===== config.mk =====
export PLATFORM = sky130hd
export DESIGN_NAME = spi9_regfile
export DESIGN_NICKNAME = d
export VERILOG_FILES = /design/src/rtl/spi9_pkg.sv /design/src/rtl/spi9_sync.sv /design/src/rtl/spi9_shifter.sv /design/src/rtl/spi9_regbank.sv /design/src/rtl/spi9_regfile.sv
export SDC_FILE = /design/constraint.sdc
export NUM_CORES = 2
export LEC_CHECK = 0
export BUFFER_PORTS_ARGS = -buffer_cell sky130_fd_sc_hd__buf_4
export CAP_MARGIN = 10
export CORE_ASPECT_RATIO = 1.4
export CORE_MARGIN = 1
export CORE_UTILIZATION = 50
export CTS_BUF_LIST = sky130_fd_sc_hd__clkbuf_2
export CTS_CLUSTER_DIAMETER = 80
export DETAILED_ROUTE_END_ITERATION = 12
export PLACE_DENSITY = 0.65
export REMOVE_ABC_BUFFERS = 1
export SETUP_SLACK_MARGIN = 0.2
export SLEW_MARGIN = 5
export SYNTH_ARGS = -nofsm -noshare
export SYNTH_HDL_FRONTEND = slang
export SYNTH_SLANG_ARGS = --single-unit

===== constraint.sdc =====
create_clock -name clk -period 4.7 [get_ports clk]
set_input_delay 0.94 -clock clk [delete_from_list [all_inputs] [get_ports clk]]
set_output_delay 0.94 -clock clk [all_outputs]
set_load 0.02 [all_outputs]

===== src/rtl/spi9_pkg.sv =====
package spi9_pkg;
  localparam int BYTE_W = 8;
  localparam int REG_W  = 16;

  localparam logic [BYTE_W-1:0] READ_CODE   = 8'hFA;
  localparam logic [BYTE_W-1:0] ID_ADDR     = 8'hB0;
  localparam logic [BYTE_W-1:0] LEN_ADDR    = 8'hBC;
  localparam logic [BYTE_W-1:0] STREAM_ADDR = 8'hBF;
  localparam logic [BYTE_W-1:0] OPCTL_ADDR  = 8'hC0;
  localparam logic [BYTE_W-1:0] RDCTL_ADDR  = 8'hD4;
  localparam logic [BYTE_W-1:0] LANE_ADDR   = 8'hDE;

  localparam logic [REG_W-1:0] ARM_VAL      = 16'h00FA;
  localparam logic [REG_W-1:0] SOFT_RST_VAL = 16'h0100;
  localparam logic [REG_W-1:0] LANE_MAX     = 16'd3;

  typedef struct packed {
    logic              is_data;
    logic [BYTE_W-1:0] data;
  } spi9_word_t;
endpackage


===== src/rtl/spi9_sync.sv =====
module spi9_sync #(
  parameter int               STAGES  = 2,
  parameter int               WIDTH   = 3,
  parameter logic [WIDTH-1:0] RST_VAL = '0
) (
  input  logic             clk,
  input  logic             rst,
  input  logic [WIDTH-1:0] d_in,
  output logic [WIDTH-1:0] d_out
);
  logic [WIDTH-1:0] chain [STAGES];

  always_ff @(posedge clk) begin
    if (rst) begin
      for (int s = 0; s < STAGES; s++) chain[s] <= RST_VAL;
    end else begin
      chain[0] <= d_in;
      for (int s = 1; s < STAGES; s++) chain[s] <= chain[s-1];
    end
  end

  assign d_out = chain[STAGES-1];
endmodule


===== src/rtl/spi9_shifter.sv =====
module spi9_shifter
  import spi9_pkg::*;
(
  input  logic             clk,
  input  logic             rst,
  input  logic             sck_s,
  input  logic             csn_s,
  input  logic             mosi_s,
  input  logic [REG_W-1:0] rd_data,
  output logic             word_valid,
  output spi9_word_t       word,
  output logic             miso
);
  localparam int BIT_W   = $clog2(BYTE_W + 1);
  localparam int TX_W    = $clog2(REG_W);
  localparam logic [BIT_W-1:0] LAST_BIT = BIT_W'(BYTE_W);
  localparam logic [TX_W-1:0]  LAST_TX  = TX_W'(REG_W - 1);

  logic                sck_q;
  logic [BIT_W-1:0]    bit_cnt;
  logic [BYTE_W-1:0]   rx_sh;
  logic                tx_active;
  logic [TX_W-1:0]     tx_cnt;
  logic [REG_W-1:0]    tx_sh;
  logic                miso_q;
  logic                rise, fall;
  logic [BYTE_W:0]     nxt;

  assign rise = sck_s & ~sck_q & ~csn_s;
  assign fall = ~sck_s & sck_q & ~csn_s;
  assign nxt  = {rx_sh, mosi_s};

  always_ff @(posedge clk) begin
    if (rst) begin
      sck_q      <= 1'b0;
      bit_cnt    <= '0;
      rx_sh      <= '0;
      tx_active  <= 1'b0;
      tx_cnt     <= '0;
      tx_sh      <= '0;
      miso_q     <= 1'b0;
      word_valid <= 1'b0;
      word       <= '0;
    end else begin
      sck_q      <= sck_s;
      word_valid <= 1'b0;
      if (csn_s) begin
        bit_cnt   <= '0;
        tx_active <= 1'b0;
        miso_q    <= 1'b0;
      end else if (rise) begin
        if (tx_active) begin
          tx_cnt <= tx_cnt + 1'b1;
          if (tx_cnt == LAST_TX) tx_active <= 1'b0;
        end else if (bit_cnt == LAST_BIT) begin
          bit_cnt      <= '0;
          word_valid   <= 1'b1;
          word.is_data <= nxt[BYTE_W];
          word.data    <= nxt[BYTE_W-1:0];
          if (!nxt[BYTE_W] && nxt[BYTE_W-1:0] == READ_CODE) begin
            tx_active <= 1'b1;
            tx_cnt    <= '0;
            tx_sh     <= rd_data;
          end
        end else begin
          bit_cnt <= bit_cnt + 1'b1;
          rx_sh   <= nxt[BYTE_W-1:0];
        end
      end else if (fall && tx_active) begin
        miso_q <= tx_sh[REG_W-1];
        tx_sh  <= {tx_sh[REG_W-2:0], 1'b0};
      end
    end
  end

  assign miso = miso_q;

  AST_BITCNT_RANGE: assert property (@(posedge clk) disable iff (rst)
    bit_cnt <= LAST_BIT);
  AST_WORD_PULSE: assert property (@(posedge clk) disable iff (rst)
    word_valid |=> !word_valid);
  AST_CS_ABORT: assert property (@(posedge clk) disable iff (rst)
    csn_s |=> (bit_cnt == '0 && !tx_active));
endmodule


===== src/rtl/spi9_regbank.sv =====
module spi9_regbank
  import spi9_pkg::*;
#(
  parameter logic [BYTE_W-1:0] ADDR_LO = 8'hB0,
  parameter logic [BYTE_W-1:0] ADDR_HI = 8'hEB,
  parameter logic [REG_W-1:0]  DEV_ID  = 16'h5A31
) (
  input  logic              clk,
  input  logic              rst,
  input  logic              word_valid,
  input  spi9_word_t        word,
  output logic [REG_W-1:0]  rd_data,
  output logic [BYTE_W-1:0] pay_byte,
  output logic              pay_valid,
  output logic              pay_done
);
  localparam int NREG     = int'(ADDR_HI) - int'(ADDR_LO) + 1;
  localparam int IDX_W    = $clog2(NREG);
  localparam int ID_IDX   = int'(ID_ADDR) - int'(ADDR_LO);
  localparam int OPC_IDX  = int'(OPCTL_ADDR) - int'(ADDR_LO);
  localparam int LEN_IDX  = int'(LEN_ADDR) - int'(ADDR_LO);
  localparam int LANE_IDX = int'(LANE_ADDR) - int'(ADDR_LO);

  function automatic logic in_range(input logic [BYTE_W-1:0] a);
    return (a >= ADDR_LO) && (a <= ADDR_HI);
  endfunction

  function automatic logic [IDX_W-1:0] idx_of(input logic [BYTE_W-1:0] a);
    logic [BYTE_W-1:0] d;
    d = a - ADDR_LO;
    return d[IDX_W-1:0];
  endfunction

  logic [REG_W-1:0]  regs [NREG];
  logic              have_addr, phase_hi, stream_on, arm_pend, armed_q;
  logic [BYTE_W-1:0] addr_ptr, low_hold, arm_addr;
  logic [REG_W-1:0]  rem_q, rd_q;
  logic              cmd, dat, is_rdcode, wr_en, wr_ok, soft_rst;
  logic [REG_W-1:0]  wr_val;
  logic [IDX_W-1:0]  wr_idx;

  assign cmd       = word_valid & ~word.is_data;
  assign dat       = word_valid & word.is_data;
  assign is_rdcode = (word.data == READ_CODE);
  assign wr_en     = dat & have_addr & ~stream_on & phase_hi;
  assign wr_val    = {word.data, low_hold};
  assign wr_idx    = idx_of(addr_ptr);
  assign wr_ok     = wr_en && in_range(addr_ptr) && (addr_ptr != ID_ADDR) &&
                     !((addr_ptr == LANE_ADDR) && (wr_val > LANE_MAX));
  assign soft_rst  = wr_ok && (addr_ptr == OPCTL_ADDR) && (wr_val == SOFT_RST_VAL);

  for (genvar g = 0; g < NREG; g++) begin : gen_reg
    if (g == ID_IDX) begin : g_ro
      assign regs[g] = DEV_ID;
    end else begin : g_rw
      always_ff @(posedge clk) begin
        if (rst || (soft_rst && g != OPC_IDX)) regs[g] <= '0;
        else if (wr_ok && wr_idx == IDX_W'(g)) regs[g] <= wr_val;
      end
    end
  end

  always_ff @(posedge clk) begin
    if (rst) begin
      have_addr <= 1'b0;
      phase_hi  <= 1'b0;
      stream_on <= 1'b0;
      arm_pend  <= 1'b0;
      armed_q   <= 1'b0;
      addr_ptr  <= '0;
      low_hold  <= '0;
      arm_addr  <= '0;
      rem_q     <= '0;
      rd_q      <= '0;
      pay_valid <= 1'b0;
      pay_done  <= 1'b0;
      pay_byte  <= '0;
    end else begin
      pay_valid <= 1'b0;
      pay_done  <= 1'b0;
      rd_q      <= (armed_q && in_range(arm_addr)) ? regs[idx_of(arm_addr)] : '0;
      if (cmd) begin
        if (is_rdcode) begin
          armed_q <= 1'b0;
        end else begin
          have_addr <= 1'b1;
          addr_ptr  <= word.data;
          phase_hi  <= 1'b0;
          stream_on <= (word.data == STREAM_ADDR);
          if (word.data == STREAM_ADDR) rem_q <= regs[LEN_IDX];
          if (arm_pend) begin
            armed_q  <= 1'b1;
            arm_addr <= word.data;
            arm_pend <= 1'b0;
          end
        end
      end else if (dat && have_addr) begin
        if (stream_on) begin
          if (rem_q != '0) begin
            pay_valid <= 1'b1;
            pay_byte  <= word.data;
            pay_done  <= (rem_q == REG_W'(1));
            rem_q     <= rem_q - 1'b1;
          end
        end else if (!phase_hi) begin
          low_hold <= word.data;
          phase_hi <= 1'b1;
        end else begin
          phase_hi <= 1'b0;
          if (wr_ok && addr_ptr == RDCTL_ADDR && wr_val == ARM_VAL) arm_pend <= 1'b1;
        end
      end
    end
  end

  assign rd_data = rd_q;

  AST_DONE_WITH_STROBE: assert property (@(posedge clk) disable iff (rst)
    pay_done |-> pay_valid);
  AST_STREAM_DECREMENT: assert property (@(posedge clk) disable iff (rst)
    pay_valid |-> (rem_q == $past(rem_q) - 1'b1));
  AST_LANE_LIMIT: assert property (@(posedge clk) disable iff (rst)
    regs[LANE_IDX] <= LANE_MAX);
  AST_ARM_SPENT: assert property (@(posedge clk) disable iff (rst)
    (cmd && is_rdcode) |=> !armed_q);
endmodule


===== src/rtl/spi9_regfile.sv =====
module spi9_regfile
  import spi9_pkg::*;
#(
  parameter int                SYNC_STAGES = 2,
  parameter logic [BYTE_W-1:0] ADDR_LO     = 8'hB0,
  parameter logic [BYTE_W-1:0] ADDR_HI     = 8'hEB,
  parameter logic [REG_W-1:0]  DEV_ID      = 16'h5A31
) (
  input  logic              clk,
  input  logic              rst,
  input  logic              spi_sck,
  input  logic              spi_cs_n,
  input  logic              spi_mosi,
  output logic              spi_miso,
  output logic [BYTE_W-1:0] pay_byte,
  output logic              pay_valid,
  output logic              pay_done
);
  logic [2:0]       sync_out;
  logic             word_valid;
  spi9_word_t       word;
  logic [REG_W-1:0] rd_data;

  spi9_sync #(.STAGES(SYNC_STAGES), .WIDTH(3), .RST_VAL(3'b010)) u_sync (
    .clk   (clk),
    .rst   (rst),
    .d_in  ({spi_sck, spi_cs_n, spi_mosi}),
    .d_out (sync_out)
  );

  spi9_shifter u_shift (
    .clk        (clk),
    .rst        (rst),
    .sck_s      (sync_out[2]),
    .csn_s      (sync_out[1]),
    .mosi_s     (sync_out[0]),
    .rd_data    (rd_data),
    .word_valid (word_valid),
    .word       (word),
    .miso       (spi_miso)
  );

  spi9_regbank #(.ADDR_LO(ADDR_LO), .ADDR_HI(ADDR_HI), .DEV_ID(DEV_ID)) u_bank (
    .clk        (clk),
    .rst        (rst),
    .word_valid (word_valid),
    .word       (word),
    .rd_data    (rd_data),
    .pay_byte   (pay_byte),
    .pay_valid  (pay_valid),
    .pay_done   (pay_done)
  );
endmodule


# == Word level (Yosys, flattened, before mapping) ==
# Memories as Yosys holds them, arrays and structs flattened.
# Index checks and enable logic that the tools add are counted.
# op_classes
addsub,5
mul,0
div_mod_pow,0
order_cmp,6
n_eq_ne,77
shift,0
mux,41
bitwise_logic,26
n_reduce_logical,105
# op_table
cell,n
16-bit 2-to-1 mux,13
"6-bit equality test, second input constant",28
16-bit binary-select mux with 6-bit select,1
"6-bit by 5-bit equality test with 1-bit output, second input constant",16
1-bit logical AND,73
"6-bit by 4-bit equality test with 1-bit output, second input constant",8
"8-bit equality test, second input constant",6
"6-bit by 3-bit equality test with 1-bit output, second input constant",4
1-bit 2-to-1 mux,21
4-bit AND reduction,5
2-bit nonzero test,9
"16-bit by 1-bit equality test with 1-bit output, second input constant",1
"16-bit by 8-bit equality test with 1-bit output, second input constant",1
"16-bit by 9-bit equality test with 1-bit output, second input constant",1
"8-bit greater-or-equal comparator, second input constant",2
"16-bit by 2-bit greater-than comparator with 1-bit output, second input constant",1
"8-bit less-or-equal comparator, second input constant",2
4-bit 2-to-1 mux,4
16-bit nonzero test,1
"16-bit by 1-bit subtractor with 16-bit output, second input constant",1
5-bit AND reduction,3
1-bit inverter,14
"6-bit by 2-bit equality test with 1-bit output, second input constant",2
"2-bit != test, second input constant",6
other kinds (17),37
# totals
regBits,1060
latch_bits,0
ramBits,6
romBits,0
out_inout_bits,11
n_memories,1
# mem_list
memory,depth,word_bits,rd,rd_clocked_by_memory_dff,wr,line_no,source
u_sync.chain,2,3,2,0,2,spi9_sync.sv:11,logic [WIDTH-1:0] chain [STAGES];

# == Longest topological paths before layout ==
# depth
word_depth,14
mapped_depth,10
ltp_nobuf,7

# == Cells and area by module ==
# A second synthesis with hierarchy kept.
# hier_totals
cells_unflattened,5514
hier_area_um2,46284.4
# by_module_without_submodules
mod,instances,cells_each,area_each_um2,seq_area_each_um2
spi9_regbank,1,5285,43959.7,20319.5
spi9_shifter,1,214,2144.6,900.9
spi9_sync,1,15,180.2,120.1

# == Least setup slack after synthesis ==
# OpenSTA, ideal clock, no wires.
# synth_timing
path_type,register -> register
start,register u_bank.arm_addr[4]
end,register u_bank.rd_q[11] (netlist: u_bank.rd_data[11])
setup_time_ps,70
arrival_ps,2957
path_slack_ps,1674
stages_incl_launch_ff,10
path_buffers,3
synth_period_minus_slack_ps,3026
cell_sequence,dfxtp_1 inv_2 clkbuf_1 clkbuf_1 ha_1 or4_1 a21oi_1 clkbuf_1 o21ai_0 a21oi_1
# synth_between
elab_chain_len,5
word_cells_on_any_way,11
# synth_lines
element,line_no,source
"start, declared",spi9_regbank.sv:36,"logic [BYTE_W-1:0] addr_ptr, low_hold, arm_addr;"
"start signal, assigned",spi9_regbank.sv:93,arm_addr <= word.data;
"6-bit subtractor, or another cell as far along",spi9_regbank.sv:30,d = a - ADDR_LO;
6-bit inverter with 7-bit output (not written as such) / 1-bit logical AND (equally long branches),"spi9_regbank.sv:81, spi9_regbank.sv:25",
16-bit binary-select mux with 6-bit select / 1-bit logical AND (equally long branches),spi9_regbank.sv:81,rd_q <= (armed_q && in_range(arm_addr)) ? regs[idx_of(arm_addr)] : '0;
16-bit 2-to-1 mux (not written as such) / 1-bit inverter (equally long branches),--,
16-bit 2-to-1 mux (not written as such) / 2-bit OR reduction (equally long branches),--,
"end signal, assigned",spi9_regbank.sv:81,
"end, declared",spi9_regbank.sv:37,"logic [REG_W-1:0] rem_q, rd_q;"
# Parallel ways exist; a longest one is shown, timed or not. The select of a mux whose other input is x is not followed.
# A chain may end at the register's enable or synchronous reset.

# == Worst setup path in the final report ==
# layout_timing
start,register u_shift.word[8] (netlist name)
end,register u_bank.regs[899] (netlist bit)
# layout_between
elab_chain_len,10
word_cells_on_any_way,11
# layout_lines
element,line_no,source
1-bit bitwise AND *,spi9_regbank.sv:43,assign dat = word_valid & word.is_data;
1-bit bitwise AND * (3 in series),spi9_regbank.sv:45,assign wr_en = dat & have_addr & ~stream_on & phase_hi;
1-bit logical AND * (3 in series),spi9_regbank.sv:48,assign wr_ok = wr_en && in_range(addr_ptr) && (addr_ptr != ID_ADDR) &&
1-bit logical AND (2 in series),spi9_regbank.sv:50,assign soft_rst = wr_ok && (addr_ptr == OPCTL_ADDR) && (wr_val == SOFT_RST_VAL);
1-bit logical OR,spi9_regbank.sv:57,if (rst || (soft_rst && g != OPC_IDX)) regs[g] <= '0;
"end signal, assigned by index",spi9_regbank.sv:58,else if (wr_ok && wr_idx == IDX_W'(g)) regs[g] <= wr_val;
"end, declared",spi9_regbank.sv:34,logic [REG_W-1:0] regs [NREG];
# Mark *: on every way between the ends. The rest lies on a longest branch, timed or not.

==> summary.txt <==
Run status
  • Run status: complete, no violations

Hold path
  • Hold depth: 3
  • Hold Crit Class: input pin to flop

Synth
  • Mapped cell area: 0.0478 mm^2
  • Synthesis warning total: 0
  • Syn Inst Count: 5341
  • Sequential element share of the synthesized area: 44.7%
  • Number of flops mapped to enable cells by yosys: 0
  • Netlist cell types: 73
  • Synth Flop Type: dfxtp_1
  • Flop and latch count out of synthesis: 1066
  • Synth async-reset ratio: 0%
  • Mean Syn Cell Area: 8.94 um^2

Clock network
  • Clock transition at the registers of the reported paths: 0.11 ns
  • CTS tree: built
  • Post-CTS resize count: 0
  • Root buf cell: clkbuf_2
  • H-tree levels: 5
  • # clock sinks: 1066
  • Post-CTS Setup Inserts: 0
  • Clock Latency Late Sink: 1.62 ns
  • TritonCTS Buffers: 274
  • Max Root-Sink Buffers: 4

Timing
  • F_max: 0.276 GHz
  • Fin crit period: 3.62 ns
  • Clk_skew: 0.140 ns
  • Tcrit/Tclk final: 77.0%
  • Pins Over Slew Limit: 0
  • RSZ-0062 raised after global routing: false
  • Final hold vios: 0
  • Hold Slack: 0.421 ns
  • Setup violators final: 0
  • Worst-Margin Slew: 1.25 ns
  • Final setup TNS: 0 ns
  • Slew margin rel.: 15.7%

Routing
  • Vias per cell: 6.27
  • WL/cell: 23.9 um
  • Final ANT Viol Nets: 0
  • DR vias: 41300
  • Drt first pass iters: 6
  • Final WL: 157000 um
  • DRC Markers: 0
  • First-iteration detailed-routing DRC count: 4666

Global routing
  • Pin count of the biggest net entering global routing: 195
  • Initial antenna violation count: 3
  • Vias in the first global route: 40000
  • Tot GR Track Use: 32.0%
  • GRT Residual Overflow: 0
  • First-pass GRT wire length: 240000 um

Floorplanning
  • Row count: 133
  • Die area: 0.0968 mm^2
  • Die Wd: 263 um
  • I/O pins: 16
  • Die Y: 368 um
  • Initial Util: 50.6%
  • Core area: 0.0944 mm^2

Critical path
  • Critical path class: flop to flop
  • Worst EP arrival: 5.11 ns
  • Setup crit start kind: flop
  • Reg2reg path depth: 6
  • Req. time, crit path: 6.19 ns
  • Crit path max fanout: 27
  • Flop2flop setup slack: 1.08 ns
  • Critical Path Sink Type: flop

Place
  • Placer Congestion: 0.926
  • Placed instance area: 0.0486 mm^2
  • DP HPWL: 92700 um
  • PortBufs: 15

Power
  • Tot Pwr: 15100 uW
  • Seq pwr share: 59.9%
  • Power share of the clock group: 38.8%
  • Combinational share of power: 1.3%
  • Internal: 11200 uW
  • LEAKAGE: 0.0163 uW
  • Power Dens Cells: 297 mW/mm^2
  • Net Switching: 3860 uW
  • Sw frac: 25.7%
  • Worst IR Drop VDD: 0.212 mV

Finish
  • Layout cells sized above 1: 16.4%
  • Most frequent cells in the layout: nand2_1, dfxtp_1, a21oi_1
  • Core Util, Final: 53.8%
  • Leading cell type in the layout, fill and taps excluded: nand2_1
  • Layout Area Growth over Synthesis: 6.22%
  • Design Area, Final: 0.0507 mm^2
  • Layout Nets: 5241

Run
  • Max Cap Violations: 0
## area by class of cell
type	count	area, um^2
Sequential cell	1066	21400
Clock buffer	383	1920
Fill cell	8633	43600
Multi-Input combinational cell	3708	24100
Tap cell	1215	1520
Timing Repair Buffer	167	1610
Clock inverter	36	140
Antenna cell	9	22.5
Inverter	12	45.0
## registers in the layout, indices dropped and copies added (netlist names), 4 cells and up
register / flops
u_bank.pay_byte: 8
u_sync.chain: 6
u_bank.regs: 944
u_bank.addr_ptr: 8
u_shift.word: 9
u_bank.rem_q: 16
u_shift.rx_sh: 8
u_bank.arm_addr: 8
u_shift.bit_cnt: 4
u_shift.tx_cnt: 4
u_bank.low_hold: 8
u_shift.tx_sh: 16
u_bank.rd_data: 16
## per-layer routing
metal | track usage [%] | routed length [um] | vias to the layer above
met2 | 51.6 | 74000 | 1971
met4 | 21.4 | 10300 | 0
li1 | - | - | 18800
met1 | 38.6 | 60200 | 20100
met5 | 0 | 0 | -
met3 | 6.39 | 12800 | 469
## power by group through the flow
stage	sequential, uW	clock [uW]	combinational, uW
final	9030	5840	193
after global routing	9030	6430	205
after CTS	9030	5940	190
after detailed placement	9240	0	185
after global placement	9240	0	187
after floorplan	9240	0	95.8
## through the flow
step                instances  worst slack, ns
global route             6591            0.885
global placement         6161             1.31
CTS                      6587             1.12
detailed placement       6161             1.20
floorplan                4786           -15.33
finish                   6596             1.08
## path summary, 6_finish.rpt
check	from	to
worst max-delay path	u_shift.word[8]$_SDFFE_PP0P_	u_bank.regs[899]$_SDFFE_PP0P_
worst min-delay path	rst	u_bank.regs[703]$_SDFFE_PP0P_
worst max register to register	u_shift.word[8]$_SDFFE_PP0P_	u_bank.regs[899]$_SDFFE_PP0P_
worst min register to register	u_sync.chain[0][1]$_SDFF_PP1_	u_sync.chain[0][4]$_SDFF_PP1_
## Yosys cell counts (3+ instances only)
library cell	n	area (um^2)
a221oi_1	7	61.3
inv_1	11	41.3
nor4_2	8	100
o211ai_1	21	158
dfxtp_1	1066	21300
and2_1	15	93.8
mux2_2	19	214
a211oi_1	22	165
a22oi_1	17	128
and3_1	6	37.5
o2111ai_1	4	35.0
or4b_2	3	30.0
o311ai_0	5	43.8
buf_1	31	116
o21a_1	4	30.0
or2_2	7	43.8
mux2i_1	284	2840
o22ai_1	25	156
or3_1	6	37.5
nor3_2	10	100
nand3_1	61	305
nor2_1	349	1310
buf_6	12	135
o31ai_1	210	1580
or4_1	7	52.6
nand3b_1	6	45.0
nor3_1	26	130
buf_2	110	551
ha_1	7	87.6
nor2b_1	18	113
nor4_1	7	43.8
a31oi_1	7	43.8
o21ai_0	39	195
nand2_1	1199	4500
nor4_4	9	191
nand2b_1	8	50.1
or3b_2	3	26.3
nand4b_1	3	26.3
clkbuf_1	355	1330
a21oi_1	794	3970
nand4_1	218	1360
mux4_2	229	5160
buf_4	47	353
a32oi_1	5	43.8
o221ai_1	8	70.1
## cells by family after synthesis
| logic type | count (synthesis) | share of synthesized area [%] |
|---|---|---|
| AO/OA/AOI/OAI | 1187 | 14.3 |
| XOR/XNOR | 2 | 0.0367 |
| adder cells (fa/ha/maj) | 7 | 0.183 |
| buffers and inverters | 567 | 5.30 |
| flip-flops | 1066 | 44.7 |
| multiplexers | 532 | 17.2 |
| AND/OR/NAND/NOR | 1980 | 18.3 |
## timing repair
item / in CTS / in global routing
hold endpoints to repair: 36 / 0
hold buffers: 7 / 0
endpoints found under the setup margin: 0 / 0
## critical path: stages, from the launching register on
cell      delay [ns]
dfxtp_1         0.61
nand4b_2        0.51
or3_2           0.58
buf_4           0.36
nor4_4          1.10
nand2_1         0.13
a21oi_1         0.18
Note: power is estimated with default switching activity, not from simulation.
